File: src/rtl/uart_cmd_pkg.sv
package uart_cmd_pkg;

  localparam int CMD_W = 8;

  // Coded commands carried in bits 7:4 of the command byte
  localparam logic [3:0] MC_NOP     = 4'h0;
  localparam logic [3:0] MC_MR_HOME = 4'h1;
  localparam logic [3:0] MC_RST_RX  = 4'h2;
  localparam logic [3:0] MC_RST_TX  = 4'h3;
  localparam logic [3:0] MC_CLR_ERR = 4'h4;
  localparam logic [3:0] MC_CLR_BRK = 4'h5;

  // Bit positions of the direct enable/disable bits
  localparam int B_TX_DIS = 3;
  localparam int B_TX_EN  = 2;
  localparam int B_RX_DIS = 1;
  localparam int B_RX_EN  = 0;

  typedef enum logic [1:0] {
    TXS_OFF   = 2'd0,
    TXS_ON    = 2'd1,
    TXS_DRAIN = 2'd2
  } tx_state_e;

  typedef struct packed {
    logic home;
    logic rst_rx;
    logic rst_tx;
    logic clr_err;
    logic clr_brk;
  } misc_act_t;

endpackage

File: src/rtl/cmd_misc_gate.sv
module cmd_misc_gate
  import uart_cmd_pkg::*;
#(
  parameter int GAP = 3
) (
  input  logic      clk,
  input  logic      rst_n,
  input  logic      wr_en,
  input  logic [3:0] code,
  input  logic      ref_edge,
  output misc_act_t act,
  output misc_act_t act_q,
  output logic      reject_q
);

  localparam int CNT_W = $clog2(GAP + 1);
  localparam logic [CNT_W-1:0] CNT_FULL = CNT_W'(GAP);

  logic [CNT_W-1:0] cnt_q, cnt_d;
  logic             is_misc, gap_ok, take, reject_d;

  always_comb begin
    is_misc  = (code >= MC_MR_HOME) && (code <= MC_CLR_BRK);
    gap_ok   = (cnt_q >= CNT_FULL);
    take     = wr_en && is_misc && gap_ok;
    reject_d = wr_en && is_misc && !gap_ok;
    act      = '0;
    if (take) begin
      unique case (code)
        MC_MR_HOME: act.home    = 1'b1;
        MC_RST_RX:  act.rst_rx  = 1'b1;
        MC_RST_TX:  act.rst_tx  = 1'b1;
        MC_CLR_ERR: act.clr_err = 1'b1;
        MC_CLR_BRK: act.clr_brk = 1'b1;
        default:    act         = '0;
      endcase
    end
    if (take) begin
      cnt_d = '0;
    end else if (ref_edge && !gap_ok) begin
      cnt_d = cnt_q + 1'b1;
    end else begin
      cnt_d = cnt_q;
    end
  end

  always_ff @(posedge clk or negedge rst_n) begin
    if (!rst_n) begin
      cnt_q    <= CNT_FULL;
      act_q    <= '0;
      reject_q <= 1'b0;
    end else begin
      cnt_q    <= cnt_d;
      act_q    <= act;
      reject_q <= reject_d;
    end
  end

endmodule

File: src/rtl/cmd_tx_ctl.sv
module cmd_tx_ctl
  import uart_cmd_pkg::*;
(
  input  logic clk,
  input  logic rst_n,
  input  logic dis_cmd,
  input  logic en_cmd,
  input  logic rst_cmd,
  input  logic busy,
  input  logic fifo_empty,
  output logic tx_en,
  output logic tx_rdy,
  output logic tx_emt
);

  tx_state_e st_q, st_d;
  logic      emt_q, emt_d, idle;

  always_comb begin
    idle = !busy && fifo_empty;
    st_d = st_q;
    if (rst_cmd) begin
      st_d = TXS_OFF;
    end else if (dis_cmd) begin
      if (st_q == TXS_OFF || idle) st_d = TXS_OFF;
      else                         st_d = TXS_DRAIN;
    end else if (en_cmd) begin
      st_d = TXS_ON;
    end else if (st_q == TXS_DRAIN && idle) begin
      st_d = TXS_OFF;
    end
    emt_d = (st_d == TXS_ON) && idle;
  end

  always_ff @(posedge clk or negedge rst_n) begin
    if (!rst_n) begin
      st_q  <= TXS_OFF;
      emt_q <= 1'b0;
    end else begin
      st_q  <= st_d;
      emt_q <= emt_d;
    end
  end

  assign tx_en  = (st_q != TXS_OFF);
  assign tx_rdy = (st_q == TXS_ON);
  assign tx_emt = emt_q;

endmodule

File: src/rtl/cmd_rx_ctl.sv
module cmd_rx_ctl (
  input  logic clk,
  input  logic rst_n,
  input  logic dis_cmd,
  input  logic en_cmd,
  input  logic rst_cmd,
  input  logic rx_busy,
  output logic rx_en,
  output logic rx_hunt,
  output logic rx_drop
);

  logic en_q, en_d, hunt_d, drop_d;
  logic hunt_q, drop_q;

  always_comb begin
    en_d   = en_q;
    hunt_d = 1'b0;
    drop_d = dis_cmd && en_q && rx_busy;
    if (rst_cmd || dis_cmd) begin
      en_d = 1'b0;
    end else if (en_cmd) begin
      en_d   = 1'b1;
      hunt_d = 1'b1;
    end
  end

  always_ff @(posedge clk or negedge rst_n) begin
    if (!rst_n) begin
      en_q   <= 1'b0;
      hunt_q <= 1'b0;
      drop_q <= 1'b0;
    end else begin
      en_q   <= en_d;
      hunt_q <= hunt_d;
      drop_q <= drop_d;
    end
  end

  assign rx_en   = en_q;
  assign rx_hunt = hunt_q;
  assign rx_drop = drop_q;

endmodule

File: src/rtl/uart_cmd_ctrl.sv
module uart_cmd_ctrl
  import uart_cmd_pkg::*;
#(
  parameter int GAP    = 3,
  parameter int NUM_MR = 3,
  localparam int PTR_W = (NUM_MR > 1) ? $clog2(NUM_MR) : 1
) (
  input  logic             clk,
  input  logic             rst_n,
  input  logic             wr_en,
  input  logic [CMD_W-1:0] wr_data,
  input  logic             ref_edge,
  input  logic             mr_access,
  input  logic             tx_busy,
  input  logic             tx_fifo_empty,
  input  logic             rx_busy,
  output logic             tx_en,
  output logic             tx_rdy,
  output logic             tx_emt,
  output logic             rx_en,
  output logic             rx_hunt,
  output logic             rx_drop,
  output logic             rst_rx_p,
  output logic             rst_tx_p,
  output logic             clr_err_p,
  output logic             clr_brk_p,
  output logic             cmd_reject,
  output logic             conflict,
  output logic [PTR_W-1:0] mr_ptr
);

  localparam logic [PTR_W-1:0] PTR_LAST = PTR_W'(NUM_MR - 1);

  misc_act_t  act, act_q;
  logic       tx_dis, tx_en_cmd, rx_dis, rx_en_cmd;
  logic       conf_d, conf_q;
  logic [PTR_W-1:0] ptr_q, ptr_d;

  // Direct bits: a disable in the same write masks the matching enable
  always_comb begin
    tx_dis    = wr_en && wr_data[B_TX_DIS];
    rx_dis    = wr_en && wr_data[B_RX_DIS];
    tx_en_cmd = wr_en && wr_data[B_TX_EN] && !wr_data[B_TX_DIS];
    rx_en_cmd = wr_en && wr_data[B_RX_EN] && !wr_data[B_RX_DIS];
    conf_d    = wr_en && ((wr_data[B_TX_DIS] && wr_data[B_TX_EN]) ||
                          (wr_data[B_RX_DIS] && wr_data[B_RX_EN]));
  end

  cmd_misc_gate #(.GAP(GAP)) u_gate (
    .clk      (clk),
    .rst_n    (rst_n),
    .wr_en    (wr_en),
    .code     (wr_data[CMD_W-1:CMD_W-4]),
    .ref_edge (ref_edge),
    .act      (act),
    .act_q    (act_q),
    .reject_q (cmd_reject)
  );

  cmd_tx_ctl u_tx (
    .clk        (clk),
    .rst_n      (rst_n),
    .dis_cmd    (tx_dis),
    .en_cmd     (tx_en_cmd),
    .rst_cmd    (act.rst_tx),
    .busy       (tx_busy),
    .fifo_empty (tx_fifo_empty),
    .tx_en      (tx_en),
    .tx_rdy     (tx_rdy),
    .tx_emt     (tx_emt)
  );

  cmd_rx_ctl u_rx (
    .clk     (clk),
    .rst_n   (rst_n),
    .dis_cmd (rx_dis),
    .en_cmd  (rx_en_cmd),
    .rst_cmd (act.rst_rx),
    .rx_busy (rx_busy),
    .rx_en   (rx_en),
    .rx_hunt (rx_hunt),
    .rx_drop (rx_drop)
  );

  // Mode register pointer: home command beats an access advance
  always_comb begin
    ptr_d = ptr_q;
    if (act.home) begin
      ptr_d = '0;
    end else if (mr_access && (ptr_q != PTR_LAST)) begin
      ptr_d = ptr_q + 1'b1;
    end
  end

  always_ff @(posedge clk or negedge rst_n) begin
    if (!rst_n) begin
      ptr_q  <= '0;
      conf_q <= 1'b0;
    end else begin
      ptr_q  <= ptr_d;
      conf_q <= conf_d;
    end
  end

  assign mr_ptr    = ptr_q;
  assign conflict  = conf_q;
  assign rst_rx_p  = act_q.rst_rx;
  assign rst_tx_p  = act_q.rst_tx;
  assign clr_err_p = act_q.clr_err;
  assign clr_brk_p = act_q.clr_brk;

endmodule

File: config.mk
export PLATFORM = sky130hd
export DESIGN_NAME = uart_cmd_ctrl
export DESIGN_NICKNAME = d
export VERILOG_FILES = /design/src/rtl/uart_cmd_pkg.sv /design/src/rtl/cmd_misc_gate.sv /design/src/rtl/cmd_tx_ctl.sv /design/src/rtl/cmd_rx_ctl.sv /design/src/rtl/uart_cmd_ctrl.sv
export SDC_FILE = /design/constraint.sdc
export NUM_CORES = 1
export LEC_CHECK = 0
export BUFFER_PORTS_ARGS = -buffer_cell sky130_fd_sc_hd__buf_2
export CAP_MARGIN = 5
export CORE_MARGIN = 2
export CORE_UTILIZATION = 49
export DETAILED_ROUTE_END_ITERATION = 10
export HOLD_SLACK_MARGIN = 0.03
export PLACE_DENSITY = 0.81
export SLEW_MARGIN = 20
export SYNTH_ARGS = -nofsm -noshare
export SYNTH_HDL_FRONTEND = slang
export SYNTH_SLANG_ARGS = --single-unit
File: constraint.sdc
create_clock -name clk -period 2.2 [get_ports clk]
set_clock_uncertainty 0.05 [all_clocks]
set_input_delay 0.22 -clock clk [delete_from_list [all_inputs] [get_ports clk]]
set_output_delay 0.22 -clock clk [all_outputs]
set_load 0.02 [all_outputs]
==> impl_metrics.toml, run 1 <==
[layout]
syn_to_final_growth_pct = 26.94
final_cell_area_um2 = 960.9
final_core_util_pct = 65.31
antennaDiodeCount = 0
mostFrequentLayoutCells = "29 x buf_2, 14 x dfrtp_1, 7 x nor2_1"
drive_above_1_share_pct = 38.46
final_common_cell = "buf_2"
num-nets-final = 123

[cts]
ctsResizeCount = 0
cts_hold_buf = 1
post_cts_buffers = 0
cts-buffers-inserted = 3
clk_latency_ns = 0.28
htreeDepth = 1
clk_pin_slew_ns = 0.09
clock-sinks = 16
cts_buffer_depth = 2
cts_tree = "done"
cts_root_buf = "clkbuf_4"

[worst_setup_path]
startpoint = "u_gate.cnt_q[0]"
critPathArrivalTime_ns = 1.77
critPathRequiredTime_ns = 2.30
cp-end-kind = "register"
cp-start-kind = "register"
crit_type = "reg -> reg"
crit_fanout = 7
slowest_delay_ns = 0.56
slowest_stage = "dfstp_2"
path_cells = "ha_1, nand3_1, nor4_1, nor2_1"
r2r_start = "u_gate.cnt_q[0]"

[detailed_routing]
antenna_left = 0
via_count = 661
met3_wirelength_um = 93
vias_per_cell = 5.508
drtIter0Drc = 1
wl_um = 1532
avgRoutedWirePerCell_um = 12.77
route.met2.wl_um = 793
drt_pass1_iterations = 4
route.detailed.drc = 0
top_layer_used = "met4"
m1WireLength_um = 610

[run]
maxCapViolCount = 0

[logic_synthesis]
dominantRegCellSynth = "dfrtp_1"
synth-seq-cells = 16
syn_area_um2 = 757.0
async_flop_share_pct = 100.0
synth-seq-area-share_pct = 53.22
synthCells = 71
synthDistinctLibCells = 32
avgSynthCellArea_um2 = 10.66
yosysWarnings = 0
synth_edf_count = 0
syn_nets = 89

[timing]
finalSetupTns_ns = 0
finalHoldViolCount = 0
timing.hold.ws_ns = 0.08863
fmaxAchievable_ghz = 0.6012
rsz0062_at_grt = "no"
setup_violations = 0
fin_crit_ns = 1.663
drv_slew = 0
slew_headroom_pct = 72.45
fin_crit_sh_pct = 75.60
worstMarginPinSlew_ns = 0.4095

[placed_design]
port_buffers = 29
postPlaceCellArea_um2 = 914.6
hpwl_um = 1252
gp_congestion = 0.7621

[power]
ir_worst_vdd_mv = 0.6249
p_leak_nw = 0.5042
power_density_nw_per_um2 = 923.8
power_uw = 887.7

[global_routing]
grt_antenna_before_repair = 0
grt_usage_pct = 18.22
grt_pass1_vias = 638
overflow = 0
grt_pass1_wl_um = 2573
grt_start_max_net_pins = 17

[status]
status = "complete, no violations"

[floorplanning]
start_util_pct = 51.45
die_h_um = 43.31
dieArea_um2 = 1875
die_w_um = 43.31
ioPinCount = 30
core-area_um2 = 1471
rows = 14

[hold_path]
hold_class = "in -> reg"
min-delay-start = "wr_data[1]"
-- layout make-up --
type                       count  area, um2
tap                           16      20.02
sequential                    16      402.9
clock buffer                   4      36.28
inverter                       3      11.26
multi-input combinational     51      335.3
timing repair buffer          30      155.1
fill                         120      510.5
-- cell usage after synthesis, types with 2 or more instances --
| cell type | count | area, um2 |
|---|---|---|
| a21o_1 | 2 | 15.01 |
| a21oi_1 | 4 | 20.02 |
| dfrtp_1 | 14 | 350.3 |
| dfstp_2 | 2 | 52.55 |
| ha_1 | 2 | 25.02 |
| inv_1 | 3 | 11.26 |
| nand2_1 | 6 | 22.52 |
| nand2b_1 | 3 | 18.77 |
| nand3_1 | 2 | 10.01 |
| nor2_1 | 7 | 26.28 |
| nor2b_1 | 2 | 12.51 |
| nor3_1 | 3 | 15.01 |
| nor4_1 | 2 | 12.51 |
-- flip-flops by register name, summed over array words and instances, names as in the netlist --
signal	cells
u_gate.act_q	4
mr_ptr	2
u_gate.cnt_q	2
u_tx.st_q	2
conflict	1
u_gate.reject_q	1
u_rx.rx_drop	1
u_rx.rx_en	1
u_rx.rx_hunt	1
u_tx.tx_emt	1
-- through the flow --
stage	setup WS, ns	std cells
2_1_floorplan	0.7374	71
3_3_place_gp	0.7003	115
5_1_grt	0.4484	120
3_5_place_dp	0.5728	115
6_report	0.5367	120
4_1_cts	0.5551	120
-- cells by family after synthesis --
family                     Yosys count  synth area share, %
AOI/OAI and AO/OA                   13                13.22
xor gates and xnor gates             1                1.157
adders and majority gates            2                3.305
buffers and inverters                4                2.480
DFF                                 16                53.22
muxes                                1                1.487
and+or+nand+nor                     34                25.13
-- final timing paths --
kind                       cells after the start  slack (ns)              end
max                                            4        0.54        mr_ptr[1]
min in group asynchronous                      2        0.32         conflict
min                                            2        0.09     u_rx.rx_hunt
max reg2reg                                    4        0.54        mr_ptr[1]
min reg2reg                                    2        0.50        mr_ptr[0]
max in group asynchronous                      2        1.47  u_gate.cnt_q[1]
-- where the power goes --
group / leakage, nW / total [mW] / switching (mW) / internal [mW]
Sequential: 0.206 / 0.396 / 0.0346 / 0.361
Combinational: 0.277 / 0.304 / 0.171 / 0.133
Clock: 0.0210 / 0.188 / 0.0877 / 0.101
-- worst max-delay path: cells and delay by family, from the launching register on --
family        cells  cell delay, ns
simple gates      3            0.63
flops             1            0.56
fa+ha+maj         1            0.29
-- layer usage --
metal	track usage, %	vias to the layer above
met5	0	-
met4	7.273	0
met3	3.404	6
met2	31.94	19
met1	21.86	316
li1	-	320
Note: power is estimated with default switching activity, not from simulation.
==> run 2, diff against run 1 <==
--- a/config.mk
+++ b/config.mk
@@ -8,10 +8,10 @@
 export BUFFER_PORTS_ARGS = -buffer_cell sky130_fd_sc_hd__buf_2
 export CAP_MARGIN = 5
 export CORE_MARGIN = 2
-export CORE_UTILIZATION = 49
+export CORE_UTILIZATION = 46
 export DETAILED_ROUTE_END_ITERATION = 10
 export HOLD_SLACK_MARGIN = 0.03
-export PLACE_DENSITY = 0.81
+export PLACE_DENSITY = 0.76
 export SLEW_MARGIN = 20
 export SYNTH_ARGS = -nofsm -noshare
 export SYNTH_HDL_FRONTEND = slang
==> constraint.sdc (replaced) <==
create_clock -name clk -period 1.6 [get_ports clk]
set_clock_uncertainty 0.05 [all_clocks]
set_input_delay 0.16 -clock clk [delete_from_list [all_inputs] [get_ports clk]]
set_output_delay 0.16 -clock clk [all_outputs]
set_load 0.02 [all_outputs]
==> impl_metrics.toml, run 2 (synthesis results as in run 1) <==
[detailed_routing]
avgRoutedWirePerCell_um = 12.09
drt_pass1_iterations = 4
wl_um = 1475
via_count = 659
route.detailed.drc = 0
antenna_left = 0
vias_per_cell = 5.402
drtIter0Drc = 9

[timing]
fin_crit_ns = 1.494
worstMarginPinSlew_ns = 0.3459
finalHoldViolCount = 0
timing.hold.ws_ns = 0.03667
setup_violations = 0
fin_crit_sh_pct = 93.36
rsz0062_at_grt = "no"
fmaxAchievable_ghz = 0.6694
drv_slew = 0
finalSetupTns_ns = 0
fin_ws_ns = 0.1062
slew_headroom_pct = 76.94

[power]
power_density_nw_per_um2 = 1268
p_leak_nw = 0.5138
ir_worst_vdd_mv = 0.8108

[global_routing]
grt_pass1_vias = 596
overflow = 0
grt_start_max_net_pins = 17
grt_pass1_wl_um = 2339
grt_antenna_before_repair = 0
grt_usage_pct = 16.50

[cts]
clock-sinks = 16
clk_latency_ns = 0.29
cts_root_buf = "clkbuf_4"
post_cts_buffers = 0
cts-buffers-inserted = 3
cts_tree = "done"
htreeDepth = 1
clk_pin_slew_ns = 0.10
cts_buffer_depth = 2

[worst_setup_path]
crit_type = "reg -> reg"
critPathRequiredTime_ns = 1.78
cp-end-kind = "register"
cp-start-kind = "register"
critPathArrivalTime_ns = 1.67
crit_fanout = 4

[placed_design]
pre_cts_ws_ns = 0.1017
port_buffers = 29
hpwl_um = 1101
placed_cells = 116
gp_congestion = 0.7591

[floorplanning]
ioPinCount = 30
start_util_pct = 49.67
core-area_um2 = 1524
dieArea_um2 = 1986
die_w_um = 44.57
rows = 14
die_h_um = 44.57

[layout]
syn_to_final_growth_pct = 30.08
drive_above_1_share_pct = 39.62
final_core_util_pct = 64.61
num-nets-final = 125
mostFrequentLayoutCells = "29 x buf_2, 14 x dfrtp_1, 7 x nor2_1"
regMostFlops = "u_gate.act_q"
fin_cells = 122
antennaDiodeCount = 0
final_common_cell = "buf_2"
largest_reg_flops = 4

[hold_path]
hold_class = "in -> reg"

[run]
maxCapViolCount = 0

[status]
status = "complete, no violations"
==> run 2: final timing paths <==
check                      cells after the start       startpoint  slack (ns)         endpoint
setup / recovery                               4  u_gate.cnt_q[0]        0.11  u_gate.cnt_q[1]
hold / removal                                 2       wr_data[4]        0.04  u_gate.act_q[1]
setup reg to reg                               4  u_gate.cnt_q[0]        0.11  u_gate.cnt_q[1]
hold reg to reg                                2        mr_ptr[0]        0.50        mr_ptr[0]
max in group asynchronous                      2            rst_n        0.97  u_gate.cnt_q[1]
min in group asynchronous                      2            rst_n        0.24      u_tx.tx_emt
==> run 2: repair_timing <==
item / in CTS / in global routing
hold buffers: 2 / 0
gates resized for setup: 0 / 1
endpoints found under the setup margin: 0 / 2
endpoints found under the hold margin: 18 / 0
==> run 2: per-layer routing <==
layer	vias up	global-route usage (%)	share of wire (%)
met5	-	0	0
met4	0	9.091	1.6
met3	5	3.673	4.7
met2	19	28.41	49
met1	312	18.65	44
li1	323	-	-
==> run 2: critical path: stages (launching register included) <==
cell	delay, ns
dfstp_2	0.57
ha_1	0.21
nor2b_1	0.08
a41oi_2	0.18
mux2_1	0.34
==> run 2: power breakdown <==
part,leakage (nW),internal (mW),switching (mW)
logic,0.287,0.195,0.238
registers,0.206,0.497,0.0464
clock network,0.0210,0.139,0.134
==> run 2: per-stage QoR <==
step | power (mW) | instance area (um2)
after floorplan | 0.8386 | 757.0
after global placement | 0.9600 | 922.1
after detailed placement | 0.9796 | 922.1
after CTS | 1.250 | 978.4
after global routing | 1.325 | 984.7
final | 1.248 | 984.7
==> run 2: layout make-up <==
class,count,area (um2)
multi-input combinational,51,341.6
clock buffer,4,36.28
fill,109,539.3
timing repair buffer,32,172.7
sequential,16,402.9
tap,16,20.02
inverter,3,11.26
==> run 3, diff against run 2 <==
==> constraint.sdc (replaced) <==
create_clock -name clk -period 1.4 [get_ports clk]
set_clock_uncertainty 0.05 [all_clocks]
set_input_delay 0.14 -clock clk [delete_from_list [all_inputs] [get_ports clk]]
set_output_delay 0.14 -clock clk [all_outputs]
set_load 0.02 [all_outputs]
==> impl_metrics.toml, run 3 (synthesis results as in run 1) <==
[power]
power_density_nw_per_um2 = 1433
ir_worst_vdd_mv = 0.8002
p_leak_nw = 0.5363

[worst_setup_path]
crit_fanout = 5
cp-end-kind = "register"
slowest_delay_ns = 0.56
slowest_stage = "dfstp_2"
startpoint = "u_gate.cnt_q[1]"
cp-start-kind = "register"
r2r_start = "u_gate.cnt_q[1]"
critPathRequiredTime_ns = 1.56
path_cells = "ha_4, nor2b_1, a41oi_2, mux2_1"
crit_type = "reg -> reg"
critPathArrivalTime_ns = 1.55

[layout]
final_cell_area_um2 = 1056
final-seq-area_um2 = 402.9
multi_input_area_um2 = 365.4
fill_cells = 133
antennaDiodeCount = 0
mostFrequentLayoutCells = "29 x buf_2, 14 x dfrtp_1, 7 x nor2_1"
regMostFlops = "u_gate.act_q"
drive_above_1_share_pct = 41.44
syn_to_final_growth_pct = 39.50
final_common_cell = "buf_2"
num-nets-final = 130
largest_reg_flops = 4

[global_routing]
grt_pass1_vias = 618
grt_pass1_wl_um = 2732
grt_start_max_net_pins = 17
overflow = 0
grt_antenna_before_repair = 0
grt_usage_pct = 20.03

[status]
status = "complete, no violations"

[placed_design]
port_buffers = 29
postPlaceCellArea_um2 = 942.2
hpwl_um = 1249
gp_congestion = 0.7015

[cts]
clk_latency_ns = 0.28
clk_pin_slew_ns = 0.10
cts-buffers-inserted = 3
clock-sinks = 16
htreeDepth = 1
cts_buffer_depth = 2
cts_root_buf = "clkbuf_4"
post_cts_buffers = 0
cts_tree = "done"

[run]
maxCapViolCount = 0

[timing]
drv_slew = 0
fmaxAchievable_ghz = 0.7199
rsz0062_at_grt = "yes"
fin_crit_sh_pct = 99.22
slew_headroom_pct = 77.07
fin_crit_ns = 1.389
finalHoldViolCount = 0
finalSetupTns_ns = 0
worstMarginPinSlew_ns = 0.3440
setup_violations = 0

[hold_path]
min-delay-start = "wr_data[0]"
hold_class = "in -> reg"

[detailed_routing]
vias_per_cell = 5.331
drt_pass1_iterations = 4
avgRoutedWirePerCell_um = 13.93
route.detailed.drc = 0
antenna_left = 0
wl_um = 1769
drtIter0Drc = 18
via_count = 677

[floorplanning]
start_util_pct = 49.67
die_h_um = 44.57
core-area_um2 = 1524
die_w_um = 44.57
rows = 14
dieArea_um2 = 1986
ioPinCount = 30
[run 3: final cells by class]
| cell class | instances | area share, % |
|---|---|---|
| flip-flops and latches | 16 | 38.15 |
| multi-input cells | 51 | 34.60 |
| repair buffers | 37 | 20.85 |
| clock buffers | 4 | 3.436 |
| well taps | 16 | 1.896 |
| inverters | 3 | 1.066 |
[run 3: repair_timing]
action	in CTS	in global routing
hold endpoints to repair	20	0
pin swaps	1	0
setup endpoints to repair	3	3
gates resized for setup	1	2
hold buffers	6	0
[run 3: path summary, 6_finish.rpt]
path                                    to  slack (ns)  depth (start not counted)
setup / recovery           u_gate.cnt_q[1]        0.01                          4
hold / removal                u_rx.rx_hunt        0.04                          3
setup reg to reg           u_gate.cnt_q[1]        0.01                          4
hold reg to reg                  mr_ptr[0]        0.49                          2
max in group asynchronous  u_gate.cnt_q[0]        0.77                          2
min in group asynchronous         conflict        0.22                          2
[run 3: routing by layer]
layer	share of wire, %	routed length [um]	GRT usage [%]
met1	37	657	21.15
met2	56	994	36.81
met3	4.5	79	3.673
met4	2.1	38	10.91
met5	0	0	0
[run 3: worst max-delay path, delay by kind of cell (launching register included)]
family                   cells  cell delay (ns)
AO/OA/AOI/OAI                1             0.15
adder cells (fa/ha/maj)      1             0.16
flip-flops                   1             0.56
multiplexers                 1             0.34
AND/OR/NAND/NOR              1             0.06
[run 3: metrics by stage]
stage	cells	util [%]	power, mW	setup slack [ns]	hold WS [ns]
2_1_floorplan	71	-	0.9924	0.03258	-0.2056
3_3_place_gp	117	61.82	1.152	0.02562	0.01227
3_5_place_dp	117	61.82	1.196	0.001351	0.01868
4_1_cts	127	68.47	1.520	0.004389	0.03496
5_1_grt	127	69.29	1.612	-0.02645	0.03510
6_report	127	69.29	1.514	0.01085	0.04103
[run 3: power by group]
part	leakage (nW)	switching (mW)	internal (mW)
clock network	0.0210	0.145	0.158
logic	0.310	0.307	0.274
registers	0.206	0.0611	0.569
